--- src/rtl/pcm_port_pkg.sv ---
package pcm_port_pkg;

    // Width of one companded code on the line.
    localparam int CODE_W = 8;

    // Code-form and law selections carried on the cfg inputs.
    localparam logic FMT_SIGNMAG = 1'b0;
    localparam logic FMT_G711    = 1'b1;
    localparam logic LAW_MU      = 1'b0;
    localparam logic LAW_A       = 1'b1;

    localparam logic [CODE_W-1:0] MU_FLIP = 8'hFF;
    localparam logic [CODE_W-1:0] A_FLIP  = 8'h55;

    // XOR pattern between sign-magnitude and line code; self-inverse.
    function automatic logic [CODE_W-1:0] code_flip(input logic fmt, input logic law);
        logic [CODE_W-1:0] m;
        m = '0;
        if (fmt == FMT_G711) begin
            m = (law == LAW_A) ? A_FLIP : MU_FLIP;
        end
        return m;
    endfunction

endpackage

--- src/rtl/pcm_code_xlat.sv ---
module pcm_code_xlat
    import pcm_port_pkg::*;
(
    input  logic [CODE_W-1:0] code_i,
    input  logic              fmt_i,
    input  logic              law_i,
    output logic [CODE_W-1:0] code_o
);

    always_comb begin
        code_o = code_i ^ code_flip(fmt_i, law_i);
    end

endmodule

--- src/rtl/pcm_rx_lane.sv ---
module pcm_rx_lane
    import pcm_port_pkg::*;
#(
    parameter int WIDE_W = 16
) (
    input  logic              bclk,
    input  logic              rst_n,
    input  logic              ena_i,
    input  logic              sdi_i,
    input  logic              fmt_i,
    input  logic              law_i,
    output logic [WIDE_W-1:0] word_o,
    output logic              done_o,
    output logic              err_o
);

    localparam int CNT_W = $clog2(2 * WIDE_W);
    localparam logic [CNT_W-1:0] CNT_MAX    = {CNT_W{1'b1}};
    localparam logic [CNT_W-1:0] CNT_WIDE   = CNT_W'(WIDE_W);
    localparam logic [CNT_W-1:0] CNT_NARROW = CNT_W'(CODE_W);

    typedef struct packed {
        logic [WIDE_W-1:0] sr;
        logic [CNT_W-1:0]  cnt;
        logic [WIDE_W-1:0] word;
        logic              done;
        logic              err;
    } rx_state_t;

    rx_state_t st_d, st_q;
    logic [CODE_W-1:0] sm_code;

    // Line code in the low bits becomes sign-magnitude for the parallel side.
    pcm_code_xlat u_xlat (
        .code_i (st_q.sr[CODE_W-1:0]),
        .fmt_i  (fmt_i),
        .law_i  (law_i),
        .code_o (sm_code)
    );

    always_comb begin
        st_d      = st_q;
        st_d.done = 1'b0;
        st_d.err  = 1'b0;
        if (ena_i) begin
            st_d.sr = {st_q.sr[WIDE_W-2:0], sdi_i};
            if (st_q.cnt != CNT_MAX) begin
                st_d.cnt = st_q.cnt + 1'b1;
            end
        end else if (st_q.cnt != '0) begin
            // First falling edge after the window: close the frame.
            st_d.cnt = '0;
            if (st_q.cnt == CNT_WIDE) begin
                st_d.word = st_q.sr;
                st_d.done = 1'b1;
            end else if (st_q.cnt == CNT_NARROW) begin
                st_d.word               = '0;
                st_d.word[CODE_W-1:0]   = sm_code;
                st_d.done               = 1'b1;
            end else begin
                st_d.err = 1'b1;
            end
        end
    end

    always_ff @(negedge bclk or negedge rst_n) begin
        if (!rst_n) begin
            st_q <= '0;
        end else begin
            st_q <= st_d;
        end
    end

    assign word_o = st_q.word;
    assign done_o = st_q.done;
    assign err_o  = st_q.err;

endmodule

--- src/rtl/pcm_tx_lane.sv ---
module pcm_tx_lane
    import pcm_port_pkg::*;
#(
    parameter int WIDE_W = 16
) (
    input  logic              bclk,
    input  logic              rst_n,
    input  logic              ena_i,
    input  logic [WIDE_W-1:0] word_i,
    input  logic              wide_i,
    input  logic              fmt_i,
    input  logic              law_i,
    output logic              sdo_o,
    output logic              oe_o
);

    typedef struct packed {
        logic [WIDE_W-1:0] sr;
        logic              act;
    } tx_state_t;

    tx_state_t st_d, st_q;
    logic [CODE_W-1:0] line_code;
    logic [WIDE_W-1:0] load_val;

    // Sign-magnitude parallel code becomes the line code.
    pcm_code_xlat u_xlat (
        .code_i (word_i[CODE_W-1:0]),
        .fmt_i  (fmt_i),
        .law_i  (law_i),
        .code_o (line_code)
    );

    always_comb begin
        load_val = '0;
        if (wide_i) begin
            load_val = word_i;
        end else begin
            load_val[WIDE_W-1 -: CODE_W] = line_code;
        end
    end

    always_comb begin
        st_d     = st_q;
        st_d.act = ena_i;
        if (ena_i) begin
            if (!st_q.act) begin
                st_d.sr = load_val;
            end else begin
                st_d.sr = {st_q.sr[WIDE_W-2:0], 1'b0};
            end
        end
    end

    always_ff @(posedge bclk or negedge rst_n) begin
        if (!rst_n) begin
            st_q <= '0;
        end else begin
            st_q <= st_d;
        end
    end

    // Drive only inside the window and after its first launch edge.
    assign oe_o  = st_q.act & ena_i;
    assign sdo_o = oe_o & st_q.sr[WIDE_W-1];

endmodule

--- src/rtl/pcm_dual_port.sv ---
module pcm_dual_port
    import pcm_port_pkg::*;
#(
    parameter int NPORT  = 2,
    parameter int WIDE_W = 16
) (
    input  logic                         bclk,
    input  logic                         rst_n,
    input  logic [NPORT-1:0]             ena,
    input  logic [NPORT-1:0]             sdi,
    output logic [NPORT-1:0]             sdo,
    output logic [NPORT-1:0]             sdo_oe,
    input  logic [NPORT-1:0]             cfg_fmt,
    input  logic [NPORT-1:0]             cfg_law,
    input  logic [NPORT-1:0]             tx_wide,
    input  logic [NPORT-1:0][WIDE_W-1:0] tx_word,
    output logic [NPORT-1:0][WIDE_W-1:0] rx_word,
    output logic [NPORT-1:0]             rx_done,
    output logic [NPORT-1:0]             rx_err
);

    generate
        for (genvar g = 0; g < NPORT; g++) begin : g_port
            pcm_rx_lane #(.WIDE_W(WIDE_W)) u_rx (
                .bclk   (bclk),
                .rst_n  (rst_n),
                .ena_i  (ena[g]),
                .sdi_i  (sdi[g]),
                .fmt_i  (cfg_fmt[g]),
                .law_i  (cfg_law[g]),
                .word_o (rx_word[g]),
                .done_o (rx_done[g]),
                .err_o  (rx_err[g])
            );

            pcm_tx_lane #(.WIDE_W(WIDE_W)) u_tx (
                .bclk   (bclk),
                .rst_n  (rst_n),
                .ena_i  (ena[g]),
                .word_i (tx_word[g]),
                .wide_i (tx_wide[g]),
                .fmt_i  (cfg_fmt[g]),
                .law_i  (cfg_law[g]),
                .sdo_o  (sdo[g]),
                .oe_o   (sdo_oe[g])
            );
        end
    endgenerate

endmodule

--- config.mk ---
export PLATFORM = sky130hd
export DESIGN_NAME = pcm_dual_port
export DESIGN_NICKNAME = d
export VERILOG_FILES = /design/src/rtl/pcm_port_pkg.sv /design/src/rtl/pcm_code_xlat.sv /design/src/rtl/pcm_rx_lane.sv /design/src/rtl/pcm_tx_lane.sv /design/src/rtl/pcm_dual_port.sv
export SDC_FILE = /design/constraint.sdc
export NUM_CORES = 1
export LEC_CHECK = 0
export BUFFER_PORTS_ARGS = -buffer_cell sky130_fd_sc_hd__clkbuf_2
export CAP_MARGIN = 30
export CORE_MARGIN = 2
export CORE_UTILIZATION = 43
export CTS_BUF_LIST = sky130_fd_sc_hd__clkbuf_2 sky130_fd_sc_hd__clkbuf_4 sky130_fd_sc_hd__clkbuf_8
export DETAILED_ROUTE_END_ITERATION = 7
export PLACE_DENSITY = 0.65
export SETUP_SLACK_MARGIN = 0.02
export SLEW_MARGIN = 20
export SYNTH_ARGS = -nofsm -noshare
export SYNTH_HDL_FRONTEND = slang
export SYNTH_HIERARCHICAL = 1
export SYNTH_SLANG_ARGS = --single-unit
--- constraint.sdc ---
create_clock -name bclk -period 1.7 [get_ports bclk]
set_input_delay 0.085 -clock bclk [delete_from_list [all_inputs] [get_ports bclk]]
set_output_delay 0.085 -clock bclk [all_outputs]
set_load 0.02 [all_outputs]
==> results.env, run 1 <==
DETAIL-ROUTE-ANTENNA-NETS=0
WORSTMARGINPINSLEW_PS=476.9
CHIPWIDTH_UM=122.1
YS_SEQ_ELEMENTS=112
CLOCK_SINKS=112
FIN_TOTAL_PWR_mW=7.980
CP-START-KIND='flop'
CP_DATA_ARRIVAL_TIME_PS=1840
PATH_DEPTH=1
DR.FIRST_ITER.DRC_COUNT=137
FINAL_CELL_AREA_MM2=0.007483
CORE_AREA_MM2=0.01377
CLOCK-ROOT-BUFFER='sky130_fd_sc_hd__clkbuf_8'
CTSLONGESTPATHBUFFERS=2
PATH_CLK_SLEW_PS=100
TIMING.FINAL.WS_SETUP_PS=-222.3
WORSTSETUPPATHTYPE='flop to output pin'
CRITICAL_PATH_BUF_INV_COUNT=1
TIMING.HOLD.WORST_PATH_DEPTH=3
HOLD_SLACK_PS=20.18
ASYNC_RESET_FF_FRAC=1.000
GLOBALROUTETOTALUTIL=0.1631
ROUTABILITYCONGESTION=0.7263
FINAL_SETUP_VIOLATION_COUNT=36
ROUTE.VIAS.TOTAL=3942
DRT-VIAS-PER-INSTANCE=4.915
CPMAXSTAGEDELAYCELL='sky130_fd_sc_hd__dfrtn_1'
YOSYSSEQAREASHARE=0.4673
DIE_AREA_MM2=0.01491
RELSLEWSLACK=0.6821
FP.DIEH_UM=122.1
MAPPEDNETLISTAREA_MM2=0.005998
REMAINING_DRC_ERRORS=0
POWER_DENSITY_RELATIVE_TO_CELL_AREA_mW_PER_MM2=1066
FINALNETCOUNT=667
WORST_EP_REQUIRED_TIME_PS=1620
MET3_USAGE=0.04775
VDD.IR_DROP.WORST_uV=676.4
RSZ0062_AT_GRT='yes'
SYN2LAYOUT_AREA_GROWTH_PCT=24.76
IOS=84
CTS_HTREE_LEVELS=3
HOLD_CLASS='input port to flop'
POST_SYNTH_NUM_CELL_TYPES=38
NUMCTSBUFFERS=9
GLOBAL_ROUTE.PEAK_USAGE_LAYER='met2'
FAILED_CHECKS='negative setup slack'
CP_CELL_SEQUENCE='clkbuf_8'
FLOORPLAN.INITIALDENSITY=0.4355
SLEW_VIOL_FINAL=0
GRT_MAX_DEGREE=42
CTS_TREE='done'
SYN-MEAN-INSTANCE-AREA_UM2=11.54
NUMBER_OF_PORT_BUFFERS=83
ENDPOINT_KIND='output pin'
CRIT_FAMILY='flip-flops'
POST_SYNTH_TOP_FLOP='sky130_fd_sc_hd__dfrtn_1'
NUMBER_OF_ANTENNA_VIOLATIONS_AT_THE_FIRST_CHECK_IN_GLOBAL_ROUTING=0
INSERTEDDIODECOUNT=0
PLACEMENT_ROWS=43
GLOBALROUTEMET1UTIL=0.2223
STATUS='finished, violations left'
CP_SLOWEST_STAGE_DELAY_PS=470
DRT-PASS1-ITER-COUNT=4
FINALCLOCKSKEW_PS=9.431
R2R_SETUP_SLACK_PS=40
GLOBALROUTEOVERFLOWTOTAL=0
MAX_CAP_VIOL_COUNT=0
CLK_LATENCY_PS=360
LEAKAGE_nW=3.405
FINALWIRELENGTH_UM=11800
GLOBALROUTEMET2UTIL=0.2570
YS.WARNINGS.COUNT=6
GRT_PASS1_WL_UM=19050
WORST-PATH-MAX-FANOUT=2
WORST_R2R_PATH_DEPTH=7
HPWL_UM=8076
VIAS_IN_THE_FIRST_GLOBAL_ROUTE=3846
POSTPLACECELLAREA_MM2=0.006309
SYNTH_NETS=570
HOLD_VIOLATION_COUNT_IN_THE_FINAL_REPORT=0
SYNTHCELLS=520
WL_PER_CELL_UM=14.72
SYNTH_ENABLE_FLOP_CELLS=0
DRIVE_GT1_FRAC=0.3730
## layout by cell type, fill, tap and decap left out, types with 3 or more instances in the layout
master	n
sky130_fd_sc_hd__dfrtn_1	78
sky130_fd_sc_hd__mux2_2	45
sky130_fd_sc_hd__clkbuf_2	45
sky130_fd_sc_hd__clkbuf_8	44
sky130_fd_sc_hd__buf_4	43
sky130_fd_sc_hd__mux2i_1	34
sky130_fd_sc_hd__dfrtp_1	34
sky130_fd_sc_hd__nand2_1	32
sky130_fd_sc_hd__dlygate4sd3_1	26
sky130_fd_sc_hd__inv_1	23
sky130_fd_sc_hd__xnor2_1	22
sky130_fd_sc_hd__nand2b_1	21
sky130_fd_sc_hd__nor2_1	16
sky130_fd_sc_hd__a22o_1	16
sky130_fd_sc_hd__xor2_1	16
sky130_fd_sc_hd__nand3_1	16
sky130_fd_sc_hd__o211ai_2	14
sky130_fd_sc_hd__nand3b_1	14
sky130_fd_sc_hd__a31oi_1	14
sky130_fd_sc_hd__and2_1	6
sky130_fd_sc_hd__nand2b_4	5
sky130_fd_sc_hd__ha_4	5
sky130_fd_sc_hd__nand4b_1	4
sky130_fd_sc_hd__and3_1	4
sky130_fd_sc_hd__buf_12	4
sky130_fd_sc_hd__bufinv_16	3
sky130_fd_sc_hd__clkinv_4	3
sky130_fd_sc_hd__mux2_4	3
sky130_fd_sc_hd__buf_6	3
## stage by stage
stage | instances | setup WS, ps | utilization | TNS, ps
floorplan | 520 | -342.7 | - | -7007
global placement | 731 | -299.4 | 0.4580 | -13590
detailed placement | 731 | -327.0 | 0.4580 | -14390
CTS | 787 | -237.4 | 0.5294 | -6968
global route | 802 | -247.8 | 0.5433 | -7787
finish | 802 | -222.3 | 0.5433 | -6170
## sequential cells by signal (all words and copies together) (netlist names)
| register | count |
|---|---|
| g_port.u_tx/st_q | 34 |
| g_port.u_rx/st_q | 42 |
| g_port.u_rx/done_o | 2 |
| g_port.u_rx/err_o | 2 |
| g_port.u_rx/word_o | 32 |
## cells by family after synthesis
logic type / synth area share
simple gates: 0.1264
fa+ha+maj: 0.01252
flops: 0.4673
buf+inv: 0.1085
xor+xnor: 0.05548
compound gates: 0.08177
mux: 0.1481
## final cells by class
cell class                      instances  area (um2)
Sequential cell                       112        2803
Multi-Input combinational cell        311        2681
Inverter                               24       90.09
Clock buffer                           10       137.6
Tap cell                              180       225.2
Fill cell                            1191        6290
Clock inverter                          6       116.4
Timing Repair Buffer                  159        1430
## worst paths after layout
check	start	endpoint
max	g_port[1].u_rx/word_o[6]$_DFFE_NN0P_	rx_word[22]
min reg2reg	g_port[0].u_rx/st_q[38]$_DFFE_NN0P_	g_port[0].u_rx/st_q[38]$_DFFE_NN0P_
max reg2reg	g_port[0].u_rx/st_q[19]$_DFFE_NN0P_	g_port[0].u_rx/st_q[21]$_DFFE_NN0P_
min	tx_word[13]	g_port[0].u_tx/st_q[14]$_DFFE_PN0P_
max in group asynchronous	rst_n	g_port[1].u_rx/word_o[3]$_DFFE_NN0P_
min in group asynchronous	rst_n	g_port[0].u_tx/st_q[12]$_DFFE_PN0P_
## metal layers
metal	routed length (um)	up-vias
met1	5497	1913
met4	125	0
met3	565	11
met2	5615	89
met5	0	-
li1	-	1929
## cells in the mapped netlist (all sizes together) (4+ instances only)
cell type / number / area (um2)
nand2: 32 / 120.1
nand3b: 14 / 105.1
nand3: 16 / 80.08
mux2i: 34 / 340.3
a31oi: 14 / 87.58
nand2b: 26 / 192.7
nand4b: 4 / 35.03
buf: 66 / 525.5
clkbuf: 8 / 35.03
ha: 6 / 75.07
xnor2: 22 / 192.7
inv: 24 / 90.09
mux2: 48 / 548.0
a22o: 16 / 140.1
dfrtp: 34 / 850.8
and3: 6 / 37.54
nor2: 16 / 60.06
dfrtn: 78 / 1952
o211ai: 16 / 190.2
and2: 6 / 37.54
xor2: 16 / 140.1
## power by group
part           switching, mW  leakage (nW)  internal [mW]  total, mW
Clock                  0.910         0.127           1.03       1.94
Sequential             0.469          1.38           3.31       3.78
Combinational          0.956          1.90           1.31       2.26
Total                   2.34          3.41           5.64       7.98
## repair_timing
action | CTS | global route
setup endpoints to repair | 55 | 67
pin swaps | 3 | 9
hold endpoints to repair | 33 | 1
buffers inserted | 16 | 13
resized for setup | 83 | 14
hold buffers | 25 | 1
cloned | 1 | 1
(Power assumes the default switching activity.)
==> run 2: changes to the inputs <==
- SYNTH_HIERARCHICAL: 1 -> default
==> results.env, run 2 <==
NETSWITCHINGPOWER_mW=2.566
RELSLEWSLACK=0.6392
NETSWITCHINGFRACTION=0.3115
CRITICAL_PATH_BUF_INV_COUNT=1
VDD.IR_DROP.WORST_uV=398.0
SYNTH_ENABLE_FLOP_CELLS=0
FLOORPLAN.INITIALDENSITY=0.4416
POST_SYNTH_NUM_CELL_TYPES=42
WORSTREG2REGSTART='g_port[1].u_rx.st_q[19]$_DFFE_NN0P_'
REGISTERS.TOP_BY_FF_COUNT='g_port.u_rx.st_q'
FINALNETCOUNT=680
POWER_DENSITY_RELATIVE_TO_CELL_AREA_mW_PER_MM2=1168
MAX_CAP_VIOL_COUNT=0
IOS=84
DR.FIRST_ITER.DRC_COUNT=202
DRIVE_GT1_FRAC=0.3953
PATH_CLK_SLEW_PS=100
ASYNC_RESET_FF_FRAC=1.000
INTPOWER_mW=5.673
FP.DIEH_UM=118.1
SYN-MEAN-INSTANCE-AREA_UM2=10.48
DRT-VIAS-PER-INSTANCE=4.891
HPWL_UM=7750
CRIT_FAMILY='flip-flops'
CTS_HTREE_LEVELS=3
INSERTEDDIODECOUNT=0
CP-START-KIND='flop'
SYNTHCELLS=534
HOLD_VIOLATION_COUNT_IN_THE_FINAL_REPORT=0
CPMAXSTAGEDELAYCELL='sky130_fd_sc_hd__dfrtn_1'
FIN_TOTAL_PWR_mW=8.240
HIGHEST_COUNT_CELLS_IN_THE_LAYOUT_IGNORING_FILL_AND_TAPS='sky130_fd_sc_hd__dfrtn_1 (78), sky130_fd_sc_hd__buf_4 (66), sky130_fd_sc_hd__clkbuf_8 (46), sky130_fd_sc_hd__clkbuf_2 (46), sky130_fd_sc_hd__nand2_1 (38)'
DRT-PASS1-ITER-COUNT=4
WORST_R2R_PATH_DEPTH=6
WORST_EP_REQUIRED_TIME_PS=1620
PRE_CTS_WS_PS=-404.8
REGISTER_SHARE_OF_TOTAL_POWER=0.471
CP_SLOWEST_STAGE_DELAY_PS=470
RSZ0062_AT_GRT='yes'
CP_DATA_ARRIVAL_TIME_PS=1840
GRT_PASS1_WL_UM=18800
SYN2LAYOUT_AREA_GROWTH_PCT=26.07
HOLD_PATH_STARTPOINT='tx_word[13]'
MAPPEDNETLISTAREA_MM2=0.005595
CTS_TREE='done'
STATUS='finished, violations left'
LEAKAGE_nW=3.271
YOSYS.AREA.TOP_TYPE_SHARE=0.3488
SHARE_CLK_OF_TOTAL_POWER=0.203
MULTI_INPUT_AREA_MM2=0.002379
GLOBALROUTETOTALUTIL=0.1643
TIMING.HOLD.WORST_PATH_DEPTH=3
DETAIL-ROUTE-ANTENNA-NETS=0
POST_SYNTH_TOP_FLOP='sky130_fd_sc_hd__dfrtn_1'
WORSTREG2REGEND='g_port[1].u_rx.word_o[0]$_DFFE_NN0P_'
PLACEMENT_ROWS=41
FINAL_COMMON_CELL='sky130_fd_sc_hd__dfrtn_1'
YS.WARNINGS.COUNT=0
SYNTH_NETS=584
R2R_SETUP_SLACK_PS=70
FINAL.SETUP.TNS_PS=-6053
ROUTE.VIAS.TOTAL=3947
SEQCELLAREA_MM2=0.002803
CHIPWIDTH_UM=118.1
REMAINING_DRC_ERRORS=0
FAILED_CHECKS='negative setup slack'
YOSYSSEQAREASHARE=0.5009
NUMCTSBUFFERS=9
TIMING.FINAL.WS_SETUP_PS=-228.9
ENDPOINT_KIND='output pin'
NUMBER_OF_ANTENNA_VIOLATIONS_AT_THE_FIRST_CHECK_IN_GLOBAL_ROUTING=0
CORE_AREA_MM2=0.01267
GLOBALROUTEOVERFLOWTOTAL=0
CLK_LATENCY_PS=380
CP_CELL_SEQUENCE='clkbuf_8'
WORST-PATH-MAX-FANOUT=2
FINALCLOCKSKEW_PS=9.423
MIN_TO='g_port[0].u_tx.st_q[14]$_DFFE_PN0P_'
YOSYS-TOP-CELLS-COUNT='sky130_fd_sc_hd__dfrtn_1 (78), sky130_fd_sc_hd__nand2_1 (51), sky130_fd_sc_hd__buf_4 (41)'
ROUTABILITYCONGESTION=0.8196
YOSYS-TOP-CELLS-AREA='sky130_fd_sc_hd__dfrtn_1 (35%), sky130_fd_sc_hd__dfrtp_1 (15%), sky130_fd_sc_hd__mux2_2 (6.4%), sky130_fd_sc_hd__buf_4 (5.5%), sky130_fd_sc_hd__xnor2_1 (3.6%)'
YS_SEQ_ELEMENTS=112
SYNTH_MOST_COMMON_CELL='sky130_fd_sc_hd__dfrtn_1'
DIE_AREA_MM2=0.01394
CTSLONGESTPATHBUFFERS=2
WORSTMARGINPINSLEW_PS=540.1
FINALWIRELENGTH_UM=11200
NUMBER_OF_PORT_BUFFERS=83
HOLD_CLASS='input port to flop'
SYNTH_LARGEST_AREA_CELL='sky130_fd_sc_hd__dfrtn_1'
LARGEST_REGISTER_FFS=42
FINAL.FILL_COUNT=1125
VIAS_IN_THE_FIRST_GLOBAL_ROUTE=3970
SLEW_VIOL_FINAL=0
FINAL_SETUP_VIOLATION_COUNT=36
CLOCK_SINKS=112
POWER.COMBINATIONAL.FRACTION=0.326
WL_PER_CELL_UM=13.87
CLOCK-ROOT-BUFFER='sky130_fd_sc_hd__clkbuf_8'
WORSTSETUPPATHTYPE='flop to output pin'
GRT_MAX_DEGREE=40
[run 2: changes by cell type in the layout (fill, tap and decap cells not counted), sizes merged, moves of 15 or more]
| cell | before | now |
|---|---|---|
| mux2 | 48 | 32 |
| nand3 | 16 | 1 |
| o211ai | 16 | 0 |
| nand2b | 26 | 9 |
| o21ai | 2 | 51 |
| mux2i | 34 | 11 |
| a21oi | 2 | 30 |
| nand2 | 32 | 52 |
| dlygate4sd3 | 26 | 7 |
| buf | 54 | 70 |
[run 2: layout make-up]
class                   count  area share
repair buffers            160      0.1967
multi-input cells         330      0.3372
clock inverters             5    0.008691
flip-flops and latches    112      0.3973
inverters                  17    0.009046
well taps                 172     0.03051
clock buffers              11     0.02057
[run 2: power by group through the flow]
stage	Clock [mW]	Sequential (mW)	Combinational, mW
6_report	1.67	3.88	2.69
3_3_place_gp	0	3.88	1.91
2_1_floorplan	0	3.76	1.76
4_1_cts	1.72	3.87	2.55
3_5_place_dp	0	3.92	1.97
5_1_grt	1.82	3.99	2.93
[run 2: worst max-delay path by stage]
| stage | slack, ps | start | depth (start not counted) | end |
|---|---|---|---|---|
| global route | -250 | g_port[1].u_rx.word_o[4]$_DFFE_NN0P_ | 1 | rx_word[20] |
| floorplan | -190 | ena[1] | 5 | g_port[1].u_rx.word_o[0]$_DFFE_NN0P_ |
| global placement | -320 | ena[1] | 5 | g_port[1].u_rx.word_o[0]$_DFFE_NN0P_ |
| detailed placement | -400 | ena[1] | 5 | g_port[1].u_rx.word_o[2]$_DFFE_NN0P_ |
| finish | -230 | g_port[1].u_rx.word_o[4]$_DFFE_NN0P_ | 1 | rx_word[20] |
| CTS | -230 | g_port[1].u_rx.word_o[4]$_DFFE_NN0P_ | 1 | rx_word[20] |
[run 2: layer usage]
metal / global-route usage / wire length, um / vias up / part of all wire
met3: 0.02713 / 379 / 18 / 0.034
met4: 0.07003 / 269 / 0 / 0.024
met1: 0.2151 / 5035 / 1907 / 0.45
met5: 0 / 0 / - / 0
met2: 0.2691 / 5511 / 78 / 0.49
li1: - / - / 1944 / -
[run 2: cell families (layout without fill, tap and decap cells)]
logic type               Yosys count  count (layout)  share of synthesized area
AO/OA/AOI/OAI                    117             117                     0.1295
XOR/XNOR                          38              38                    0.05948
adder cells (fa/ha/maj)            6               6                    0.01342
buffers and inverters             92             193                     0.1006
flip-flops                       112             112                     0.5009
multiplexers                      43              43                    0.08408
AND/OR/NAND/NOR                  126             126                     0.1120
[run 2: what timing repair did]
item	4_1_cts	5_1_grt
pin swaps	0	9
endpoints found under the setup margin	39	76
cloned	0	1
hold buffers	7	0
endpoints found under the hold margin	10	0
gates resized for setup	73	21
buffers inserted	27	11
[run 2: per-stage QoR]
stage	cells	area, um2	util	hold slack, ps
global placement	745	6053	0.4777	268.7
CTS	795	6853	0.5408	8.233
global route	807	7054	0.5567	24.85
finish	807	7054	0.5567	21.60
floorplan	534	5736	-	-210.6
detailed placement	745	6053	0.4777	271.0
